--- src/rtl/nvseq_pkg.sv ---
package nvseq_pkg;

  typedef enum logic [2:0] {
    ST_IDLE,
    ST_GRACE,
    ST_STORE,
    ST_PUSH,
    ST_RECALL
  } nv_state_e;

  typedef enum logic [1:0] {
    SRC_SW,
    SRC_PIN,
    SRC_AUTO
  } nv_src_e;

endpackage

--- src/rtl/nvseq_timer.sv ---
module nvseq_timer #(
  parameter int W = 6
) (
  input  logic         clk,
  input  logic         rst_ni,
  input  logic         load,
  input  logic [W-1:0] load_val,
  output logic [W-1:0] count,
  output logic         zero
);

  logic [W-1:0] cnt_q;
  logic [W-1:0] cnt_d;

  always_comb begin
    cnt_d = cnt_q;
    if (load) begin
      cnt_d = load_val;
    end else if (cnt_q != '0) begin
      cnt_d = cnt_q - 1'b1;
    end
  end

  always_ff @(posedge clk or negedge rst_ni) begin
    if (!rst_ni) begin
      cnt_q <= '0;
    end else begin
      cnt_q <= cnt_d;
    end
  end

  assign count = cnt_q;
  assign zero  = (cnt_q == '0);

  // The counter only moves down by one or reloads; it never wraps from zero.
  AST_TIMER_NO_WRAP: assert property (@(posedge clk) disable iff (!rst_ni)
    ($past(cnt_q) == '0 && !$past(load)) |-> cnt_q == '0) else $error("timer wrapped");

endmodule

--- src/rtl/nvseq_flags.sv ---
module nvseq_flags (
  input  logic clk,
  input  logic rst_ni,
  input  logic vlow,
  input  logic wr_acc,
  input  logic cmd_ok,
  input  logic as_set_cmd,
  input  logic as_clr_cmd,
  input  logic commit,
  input  logic manual,
  input  logic load,
  output logic dirty,
  output logic as_en,
  output logic recall_pend,
  output logic vlow_q
);

  logic dirty_q, dirty_d;
  logic as_en_q, as_en_d;
  logic as_saved_q, as_saved_d;
  logic pend_q, pend_d;
  logic vlow_d;

  always_comb begin
    dirty_d = dirty_q;
    if (commit || load) begin
      dirty_d = 1'b0;
    end else if (wr_acc) begin
      dirty_d = 1'b1;
    end
  end

  always_comb begin
    as_en_d = as_en_q;
    if (load) begin
      as_en_d = as_saved_q;
    end else if (cmd_ok && as_set_cmd) begin
      as_en_d = 1'b1;
    end else if (cmd_ok && as_clr_cmd) begin
      as_en_d = 1'b0;
    end
  end

  always_comb begin
    as_saved_d = as_saved_q;
    if (commit && manual) begin
      as_saved_d = as_en_q;
    end
  end

  always_comb begin
    pend_d = pend_q;
    if (vlow) begin
      pend_d = 1'b1;
    end else if (load) begin
      pend_d = 1'b0;
    end
  end

  assign vlow_d = vlow;

  always_ff @(posedge clk or negedge rst_ni) begin
    if (!rst_ni) begin
      dirty_q    <= 1'b0;
      as_en_q    <= 1'b1;
      as_saved_q <= 1'b1;
      pend_q     <= 1'b1;
      vlow_q     <= 1'b1;
    end else begin
      dirty_q    <= dirty_d;
      as_en_q    <= as_en_d;
      as_saved_q <= as_saved_d;
      pend_q     <= pend_d;
      vlow_q     <= vlow_d;
    end
  end

  assign dirty       = dirty_q;
  assign as_en       = as_en_q;
  assign recall_pend = pend_q;

  AST_DIRTY_FROM_WRITE: assert property (@(posedge clk) disable iff (!rst_ni)
    $rose(dirty_q) |-> $past(wr_acc)) else $error("dirty set without write");

  AST_SAVED_ONLY_MANUAL: assert property (@(posedge clk) disable iff (!rst_ni)
    !$stable(as_saved_q) |-> $past(commit && manual)) else $error("saved flag changed");

  AST_PEND_WHILE_LOW: assert property (@(posedge clk) disable iff (!rst_ni)
    $past(vlow) |-> pend_q) else $error("recall not queued");

endmodule

--- src/rtl/nvseq_fsm.sv ---
module nvseq_fsm
  import nvseq_pkg::*;
#(
  parameter int GRACE_CYC  = 4,
  parameter int STORE_CYC  = 40,
  parameter int RECALL_CYC = 24,
  parameter int PUSH_CYC   = 3
) (
  input  logic clk,
  input  logic rst_ni,
  input  logic vlow,
  input  logic vlow_q,
  input  logic line_in,
  input  logic dirty,
  input  logic as_en,
  input  logic recall_pend,
  input  logic sw_store,
  input  logic sw_recall,
  input  logic rd_req,
  input  logic wr_req,
  output logic rd_en,
  output logic wr_en,
  output logic cmd_ok,
  output logic line_pull_low,
  output logic line_push_high,
  output logic busy,
  output logic nv_commit,
  output logic manual_commit,
  output logic sram_clear,
  output logic sram_load
);

  localparam int MAX_A   = (GRACE_CYC > STORE_CYC) ? GRACE_CYC : STORE_CYC;
  localparam int MAX_B   = (RECALL_CYC > PUSH_CYC) ? RECALL_CYC : PUSH_CYC;
  localparam int MAX_ALL = (MAX_A > MAX_B) ? MAX_A : MAX_B;
  localparam int CNT_W   = $clog2(MAX_ALL + 1);

  localparam logic [CNT_W-1:0] GRACE_LD  = CNT_W'(GRACE_CYC - 1);
  localparam logic [CNT_W-1:0] STORE_LD  = CNT_W'(STORE_CYC - 1);
  localparam logic [CNT_W-1:0] RECALL_LD = CNT_W'(RECALL_CYC - 1);
  localparam logic [CNT_W-1:0] PUSH_LD   = CNT_W'(PUSH_CYC - 1);

  nv_state_e        state_q, state_d;
  nv_src_e          src_q, src_d;
  logic             line_q;
  logic             wr_q;
  logic             tmr_load;
  logic [CNT_W-1:0] tmr_val;
  logic [CNT_W-1:0] tmr_cnt;
  logic             tmr_zero;
  logic             vlow_rise;
  logic             line_fall;
  logic             is_idle;
  logic             idle_open;

  assign vlow_rise = vlow && !vlow_q;
  assign line_fall = line_q && !line_in;
  assign is_idle   = (state_q == ST_IDLE);
  assign idle_open = is_idle && !vlow && line_in && !recall_pend;

  // Next-state decision; request priority in idle: supply loss, queued
  // recall, line request, software store, software recall.
  always_comb begin
    state_d = state_q;
    src_d   = src_q;
    unique case (state_q)
      ST_IDLE: begin
        if (vlow_rise) begin
          if (as_en && dirty) begin
            state_d = ST_GRACE;
            src_d   = SRC_AUTO;
          end
        end else if (vlow) begin
          state_d = ST_IDLE;
        end else if (recall_pend) begin
          state_d = ST_RECALL;
        end else if (line_fall) begin
          if (dirty) begin
            state_d = ST_GRACE;
            src_d   = SRC_PIN;
          end
        end else if (line_in && sw_store) begin
          state_d = ST_GRACE;
          src_d   = SRC_SW;
        end else if (line_in && sw_recall) begin
          state_d = ST_RECALL;
        end
      end
      ST_GRACE: begin
        if (tmr_zero) state_d = ST_STORE;
      end
      ST_STORE: begin
        if (tmr_zero) state_d = ST_PUSH;
      end
      ST_PUSH: begin
        if (tmr_zero) state_d = ST_IDLE;
      end
      ST_RECALL: begin
        if (vlow || tmr_zero) state_d = ST_IDLE;
      end
      default: state_d = ST_IDLE;
    endcase
  end

  always_comb begin
    unique case (state_d)
      ST_GRACE:  tmr_val = GRACE_LD;
      ST_STORE:  tmr_val = STORE_LD;
      ST_PUSH:   tmr_val = PUSH_LD;
      ST_RECALL: tmr_val = RECALL_LD;
      default:   tmr_val = '0;
    endcase
  end

  assign tmr_load = (state_d != state_q);

  nvseq_timer #(
    .W(CNT_W)
  ) u_timer (
    .clk      (clk),
    .rst_ni   (rst_ni),
    .load     (tmr_load),
    .load_val (tmr_val),
    .count    (tmr_cnt),
    .zero     (tmr_zero)
  );

  always_ff @(posedge clk or negedge rst_ni) begin
    if (!rst_ni) begin
      state_q <= ST_IDLE;
      src_q   <= SRC_SW;
      line_q  <= 1'b1;
      wr_q    <= 1'b0;
    end else begin
      state_q <= state_d;
      src_q   <= src_d;
      line_q  <= line_in;
      wr_q    <= wr_en;
    end
  end

  assign rd_en  = rd_req && idle_open;
  assign wr_en  = wr_req && (idle_open || (state_q == ST_GRACE && wr_q));
  assign cmd_ok = idle_open;

  assign line_pull_low  = (state_q == ST_GRACE) || (state_q == ST_STORE) ||
                          (state_q == ST_RECALL);
  assign line_push_high = (state_q == ST_PUSH);
  assign busy           = !is_idle;

  assign nv_commit     = (state_q == ST_STORE) && tmr_zero;
  assign manual_commit = nv_commit && (src_q != SRC_AUTO);
  assign sram_clear    = (state_q == ST_RECALL) && (tmr_cnt == RECALL_LD) && !vlow;
  assign sram_load     = (state_q == ST_RECALL) && tmr_zero && !vlow;

  AST_STORE_AFTER_GRACE: assert property (@(posedge clk) disable iff (!rst_ni)
    (state_q == ST_STORE && $past(state_q) != ST_STORE) |-> $past(state_q) == ST_GRACE)
    else $error("store without grace");

  AST_PUSH_AFTER_COMMIT: assert property (@(posedge clk) disable iff (!rst_ni)
    nv_commit |=> (line_push_high && !line_pull_low)) else $error("no push after commit");

  AST_CLEAR_BEFORE_LOAD: assert property (@(posedge clk) disable iff (!rst_ni)
    sram_load |-> !sram_clear) else $error("clear and load together");

endmodule

--- src/rtl/nvseq_ctrl.sv ---
module nvseq_ctrl #(
  parameter int GRACE_CYC  = 4,
  parameter int STORE_CYC  = 40,
  parameter int RECALL_CYC = 24,
  parameter int PUSH_CYC   = 3,
  parameter int SYNC_STAGES = 2
) (
  input  logic clk,
  input  logic rst_n,
  input  logic supply_low,
  input  logic line_in,
  input  logic sw_store,
  input  logic sw_recall,
  input  logic sw_as_enable,
  input  logic sw_as_disable,
  input  logic rd_req,
  input  logic wr_req,
  output logic rd_en,
  output logic wr_en,
  output logic line_pull_low,
  output logic line_push_high,
  output logic busy,
  output logic done,
  output logic nv_commit,
  output logic sram_clear,
  output logic sram_load,
  output logic dirty,
  output logic autostore_en
);

  logic [SYNC_STAGES-1:0] rst_sync_q;
  logic                   rst_q;
  logic                   vlow_q;
  logic                   recall_pend;
  logic                   cmd_ok;
  logic                   manual_commit;

  // Asynchronous assertion, synchronous release.
  always_ff @(posedge clk or negedge rst_n) begin
    if (!rst_n) begin
      rst_sync_q <= '0;
    end else begin
      rst_sync_q <= {rst_sync_q[SYNC_STAGES-2:0], 1'b1};
    end
  end

  assign rst_q = rst_sync_q[SYNC_STAGES-1];

  nvseq_fsm #(
    .GRACE_CYC  (GRACE_CYC),
    .STORE_CYC  (STORE_CYC),
    .RECALL_CYC (RECALL_CYC),
    .PUSH_CYC   (PUSH_CYC)
  ) u_fsm (
    .clk            (clk),
    .rst_ni         (rst_q),
    .vlow           (supply_low),
    .vlow_q         (vlow_q),
    .line_in        (line_in),
    .dirty          (dirty),
    .as_en          (autostore_en),
    .recall_pend    (recall_pend),
    .sw_store       (sw_store),
    .sw_recall      (sw_recall),
    .rd_req         (rd_req),
    .wr_req         (wr_req),
    .rd_en          (rd_en),
    .wr_en          (wr_en),
    .cmd_ok         (cmd_ok),
    .line_pull_low  (line_pull_low),
    .line_push_high (line_push_high),
    .busy           (busy),
    .nv_commit      (nv_commit),
    .manual_commit  (manual_commit),
    .sram_clear     (sram_clear),
    .sram_load      (sram_load)
  );

  nvseq_flags u_flags (
    .clk         (clk),
    .rst_ni      (rst_q),
    .vlow        (supply_low),
    .wr_acc      (wr_en),
    .cmd_ok      (cmd_ok),
    .as_set_cmd  (sw_as_enable),
    .as_clr_cmd  (sw_as_disable),
    .commit      (nv_commit),
    .manual      (manual_commit),
    .load        (sram_load),
    .dirty       (dirty),
    .as_en       (autostore_en),
    .recall_pend (recall_pend),
    .vlow_q      (vlow_q)
  );

  assign done = nv_commit || sram_load;

  AST_READ_GATED: assert property (@(posedge clk) disable iff (!rst_q)
    rd_en |-> (!supply_low && line_in && !busy)) else $error("read leaked");

  AST_WRITE_INFLIGHT: assert property (@(posedge clk) disable iff (!rst_q)
    (wr_en && busy) |-> $past(wr_en)) else $error("new write in grace");

  AST_COMMIT_CLEARS_DIRTY: assert property (@(posedge clk) disable iff (!rst_q)
    nv_commit |=> !dirty) else $error("dirty after commit");

  AST_LINE_ONE_DRIVER: assert property (@(posedge clk) disable iff (!rst_q)
    !(line_pull_low && line_push_high)) else $error("line driven both ways");

endmodule

--- config.mk ---
export PLATFORM = sky130hd
export DESIGN_NAME = nvseq_ctrl
export DESIGN_NICKNAME = d
export VERILOG_FILES = /design/src/rtl/nvseq_pkg.sv /design/src/rtl/nvseq_timer.sv /design/src/rtl/nvseq_flags.sv /design/src/rtl/nvseq_fsm.sv /design/src/rtl/nvseq_ctrl.sv
export SDC_FILE = /design/constraint.sdc
export NUM_CORES = 1
export LEC_CHECK = 0
export ABC_CLOCK_PERIOD_IN_PS = 1800
export BUFFER_PORTS_ARGS = -buffer_cell sky130_fd_sc_hd__buf_2
export CAP_MARGIN = 10
export CORE_UTILIZATION = 55
export CTS_CLUSTER_SIZE = 28
export DETAILED_ROUTE_END_ITERATION = 7
export GPL_ROUTABILITY_DRIVEN = 0
export HOLD_SLACK_MARGIN = 0.1
export PLACE_DENSITY_LB_ADDON = 0.15
export RECOVER_POWER = 25
export SLEW_MARGIN = 20
export SYNTH_ARGS = -nofsm -noshare
export SYNTH_HDL_FRONTEND = slang
export SYNTH_HIERARCHICAL = 1
export SYNTH_SLANG_ARGS = --single-unit
--- constraint.sdc ---
create_clock -name clk -period 1.8 [get_ports clk]
set_input_delay 0.18 -clock clk [delete_from_list [all_inputs] [get_ports clk]]
set_output_delay 0.18 -clock clk [all_outputs]
set_load 0.005 [all_outputs]
; Word level (Yosys, flattened, before mapping)
; Cells that the tools add are included.
[totals]
ff_bits = 20
[op_classes]
add_sub_neg = 1
n_eq_ne = 15
muxes = 30
reduce_logical = 39
[op_table]
columns = cell, n
row1 = $mux W3, 12
row2 = $pmux W6 S4, 1
row3 = $logic_and A1 B1 Y1, 20
row4 = $pmux W3 S5, 1
row5 = $mux W2, 7
row6 = $eq A3 B2 Y1 const B, 4
row7 = $mux W6, 2
row8 = $mux W1, 7
row9 = $eq A3 B1 Y1 const B, 2
row10 = $eq A3 B3 Y1 const B, 2
row11 = $eq A6 B5 Y1 const B, 1
row12 = $logic_not A6 Y1, 1
row13 = $ne A2 B2 Y1 const B, 3
row14 = $reduce_and A6 Y1, 1
row15 = $reduce_bool A2 Y1, 3
row16 = $reduce_bool A3 Y1, 2
row17 = $reduce_bool A6 Y1, 1
row18 = $sub A6 B1 Y6 const B, 1
row19 = $logic_not A1 Y1, 5
row20 = $logic_or A1 B1 Y1, 5
row21 = $logic_not A3 Y1, 1
row22 = $ne A3 B1 Y1 const B, 1
row23 = $ne A3 B3 Y1, 1
row24 = $ne A2 B1 Y1 const B, 1

; Longest topological paths before layout
[logic_depth]
ltp_word = 11
depth_mapped = 11

; Hierarchy
; The synthesis kept the hierarchy.
[modules_own_cells]
columns = mod, instances, cells_per_inst, area_per_inst_um2, seq_area_each_um2
row1 = nvseq_fsm, 1, 67, 626.9, 176.4
row2 = nvseq_timer, 1, 40, 400.4, 150.1
row3 = nvseq_flags, 1, 14, 192.7, 130.1
row4 = nvseq_ctrl, 1, 4, 60.1, 50.0

; Least setup slack after synthesis
; No wires, ideal clock.
[synth_timing]
path_type = register to register
start = register u_fsm.u_timer.cnt_q[4] (netlist: u_fsm/u_timer/count[4])
end = register u_fsm.u_timer.cnt_q[0] (netlist: u_fsm/u_timer/count[0])
setup_ps = 149
t_arrival_ps = 2113
required_time_ps = 1651
setup_slack_ps = -462
path_stages_with_launch = 10
n_path_buf = 2
synth_period_minus_slack_ps = 2262
path_cell_list = dfrtp_1 nor4_2 and2_4 buf_6 a21oi_1 o21ai_1 a32oi_4 o22ai_1 clkbuf_1 a221oi_1
[synth_rtl]
columns = element, line
row1 = "start, declared", nvseq_timer.sv:12  ; logic [W-1:0] cnt_q;
row2 = "start signal, assigned", nvseq_timer.sv:28  ; cnt_q <= cnt_d;
row3 = $logic_not A6 Y1 (*), nvseq_timer.sv:33  ; assign zero = (cnt_q == '0);
row4 = via u_fsm.tmr_zero, nvseq_fsm.sv:50  ; logic tmr_zero;
row5 = $logic_or A1 B1 Y1, nvseq_fsm.sv:99  ; if (vlow || tmr_zero) state_d = ST_IDLE;
row6 = $mux W3, nvseq_fsm.sv:99
row7 = $pmux W3 S5 (*), nvseq_fsm.sv:66  ; unique case (state_q)
row8 = $ne A3 B3 Y1 (*), nvseq_fsm.sv:115  ; assign tmr_load = (state_d != state_q);
row9 = via u_fsm.tmr_load, nvseq_fsm.sv:47  ; logic tmr_load;
row10 = $mux W6 / $reduce_bool A2 Y1 (equally long branches), --
; The timed path passes the listed nets; every way through them passes the cells marked *.
; A chain may end at the register's enable or synchronous reset.

; Worst setup path after layout
[layout_timing]
start = register u_fsm.u_timer.cnt_q[5] (netlist: u_fsm/u_timer/count[5])
end = register u_fsm.u_timer.cnt_q[1] (netlist: u_fsm/u_timer/count[1])
; The elaborated chain is that of the path after synthesis.

==> reports/results.ini <==
[outcome]
status=complete, but fails checks
violations=negative setup slack

[routing]
drc=0
ant_nets=0
viasPerCell=5.94
dr.pass1.iters=4
vias=1313
wl_um=4390
dr.first_iter.drc_count=51
wl_per_cell_um=19.9

[logic_synthesis]
synthCells=125
synthFlopType=dfrtp_1
synth_warnings=6
async_reset_ff_share_pct=100
synth_area_leaders=dfrtp_1, dfstp_2, nand2_1
synth_largest_area_cell=dfrtp_1
synth-seq-area-share_pct=39.6
synth_top_area_share_pct=29.3
synth.distinct_cells=55
synth-edff-count=0
syn_nets=137
ys_ff_latch=20
syn-mean-instance-area_um2=10.2
syn-cell-area_um2=1280

[place]
dp_cells=199
post-place-ws_ns=-0.259
dpl.hpwl_um=2330
io_buffers=20

[critical_path]
cp_slowest_cell=dfrtp_1
startpoint_type=flip-flop
cp_num_buf_inv=1
cp_cell_sequence=nor4_4, and2_4, a21oi_2, o21ai_2, a32oi_4, buf_6, o22ai_4, nand2b_1, a21oi_1, a221oi_2
cp.required_ns=2.03
crit_path_end_kind=flip-flop
timing.rr.end=u_fsm/u_timer/count[1]$_DFFE_PN0P_
worstPathArrival_ns=2.39
reg2reg_depth=10
cpPeakStageDelay_ns=0.43
rrSetupSlack_ns=-0.36
cp.depth=10
cp_max_fo=7
crit_family=compound AO/OA/AOI/OAI gates
regToRegStartpoint=u_fsm/u_timer/count[5]$_DFFE_PN0P_
critPathKind=reg -> reg

[sta]
min_period_over_period_pct=120
slew_headroom_pct=48.7
slew_violations=0
fin_ws_ns=-0.362
tightest_slew_ns=0.769
hold_viol=0
fmax_ghz=0.463
min_period_ns=2.16
setup_viol=12
rsz0062_at_grt=yes
skew_ns=0.00600

[pwr]
p_leak_nw=0.978
power.density_nw_per_um2=938
ir_drop_mv=0.941

[clock_network]
clkLatencyLatePin_ns=0.32
tritoncts=built
cts.htree.levels=1
cts_buffers=3
cts_sinks=20
clockBufferDepth=2
cts-root-buf=clkbuf_4
clk_pin_slew_ns=0.13

[finish]
stdcell_count=221
utilization_pct=91.4
fill_cells=79
diodes=0
drive_gt1_share_pct=58.5
final_cell_mix=buf_4, buf_2, dfrtp_1
final_nets=206
final_common_cell=buf_4
syn2layout_area_growth_pct=58.0

[floorplan]
io_pins=21
die_area_um2=2520
die_y_um=50.2
core_um2=2210
rows=17
die_w_um=50.2
initial_core_util_pct=57.9

[min_path]
hp-start=wr_req
hold-path-cell-count=2
min_path_type=in -> reg
min_to=u_fsm/wr_q$_DFF_PN0_

[grt]
antenna_found_initial=0
grt-ovfl-total=0
grt_max_degree=19
grt_pass1_vias=1346
track_usage_pct=35.8
grt_pass1_wl_um=6450

[flow_run]
cap_violations=0

## cell families after synthesis
logic type      synth area share, %
compound gates                 22.0
xor+xnor                       2.74
fa+ha+maj                      1.95
buf+inv                        5.96
flops                          39.6
mux                            3.62
other cells                   0.587
simple gates                   23.6
## power by group
group / total [mW] / switching (mW) / internal, mW
Combinational: 0.876 / 0.411 / 0.465
Sequential: 0.634 / 0.0887 / 0.545
Clock: 0.385 / 0.160 / 0.225
Total: 1.90 / 0.660 / 1.24
## area by class of cell
class	instances	area, um2	share of cell area, %
clock inverters	1	30.0	1.49
repair buffers	69	547	27.0
multi-input cells	91	842	41.6
well taps	28	35.0	1.73
inverters	9	36.3	1.79
flip-flops and latches	20	509	25.2
clock buffers	3	22.5	1.11
## per-layer routing
| metal | vias up | track usage, % | wire (um) |
|---|---|---|---|
| met1 | 634 | 39.1 | 1670 |
| met5 | - | 0 | 0 |
| li1 | 579 | - | - |
| met4 | 0 | 23.3 | 170 |
| met3 | 23 | 6.06 | 265 |
| met2 | 77 | 62.9 | 2280 |
## worst reg2reg max path: cells and delay by family, from the launching register on
family / cells / cell delay, ns
flops: 1 / 0.43
simple gates: 3 / 0.73
compound gates: 6 / 0.77
buf+inv: 1 / 0.15
## through the flow
stage / cell area (um2) / hold slack [ns] / TNS, ns / power [mW]
2_1_floorplan: 1340 / -0.116 / -1.33 / 0.996
6_report: 2020 / 0.149 / -2.62 / 1.90
4_1_cts: 1920 / 0.154 / -2.09 / 1.78
3_3_place_gp: 1660 / -0.0349 / -0.485 / 1.23
5_1_grt: 2020 / 0.148 / -3.65 / 1.97
3_5_place_dp: 1660 / -0.0321 / -1.30 / 1.27
## cells in the mapped netlist (3+ instances only)
master / instances
buf_6: 3
xnor2_1: 3
o31ai_1: 3
nor3_2: 3
nand2_1: 11
nand2b_1: 3
inv_1: 8
dfstp_2: 5
dfrtp_1: 15
a21oi_1: 5
nor2_1: 10
## worst max-delay path by stage
stage	startpoint	to	slack, ns
after floorplan	u_fsm/u_timer/count[2]$_DFFE_PN0P_	u_fsm/u_timer/count[0]$_DFFE_PN0P_	-0.20
after global placement	u_fsm/u_timer/count[5]$_DFFE_PN0P_	u_fsm/u_timer/count[0]$_DFFE_PN0P_	-0.09
after detailed placement	u_fsm/u_timer/count[5]$_DFFE_PN0P_	u_fsm/u_timer/count[1]$_DFFE_PN0P_	-0.26
after CTS	u_fsm/u_timer/count[5]$_DFFE_PN0P_	done	-0.30
after global routing	u_fsm/u_timer/count[5]$_DFFE_PN0P_	u_fsm/u_timer/count[0]$_DFFE_PN0P_	-0.44
final	u_fsm/u_timer/count[5]$_DFFE_PN0P_	u_fsm/u_timer/count[1]$_DFFE_PN0P_	-0.36
## timing repair
item                       in CTS  in global routing
hold buffers                    4                  0
hold endpoints to repair        5                  0
pin swaps                       7                  5
gates cloned                    0                  0
setup endpoints to repair      11                 15
resized for setup              18                 18
buffers inserted                9                  5
## registers in the layout, indices dropped and copies added (netlist names)
register / count
u_fsm/u_timer/count: 6
u_fsm/state_q: 3
rst_sync_q: 2
u_fsm/src_q: 2
u_flags/as_en: 1
u_flags/as_saved_q: 1
u_flags/dirty: 1
u_flags/recall_pend: 1
u_flags/vlow_q: 1
u_fsm/line_q: 1
u_fsm/wr_q: 1
Note: power is estimated with default switching activity, not from simulation.
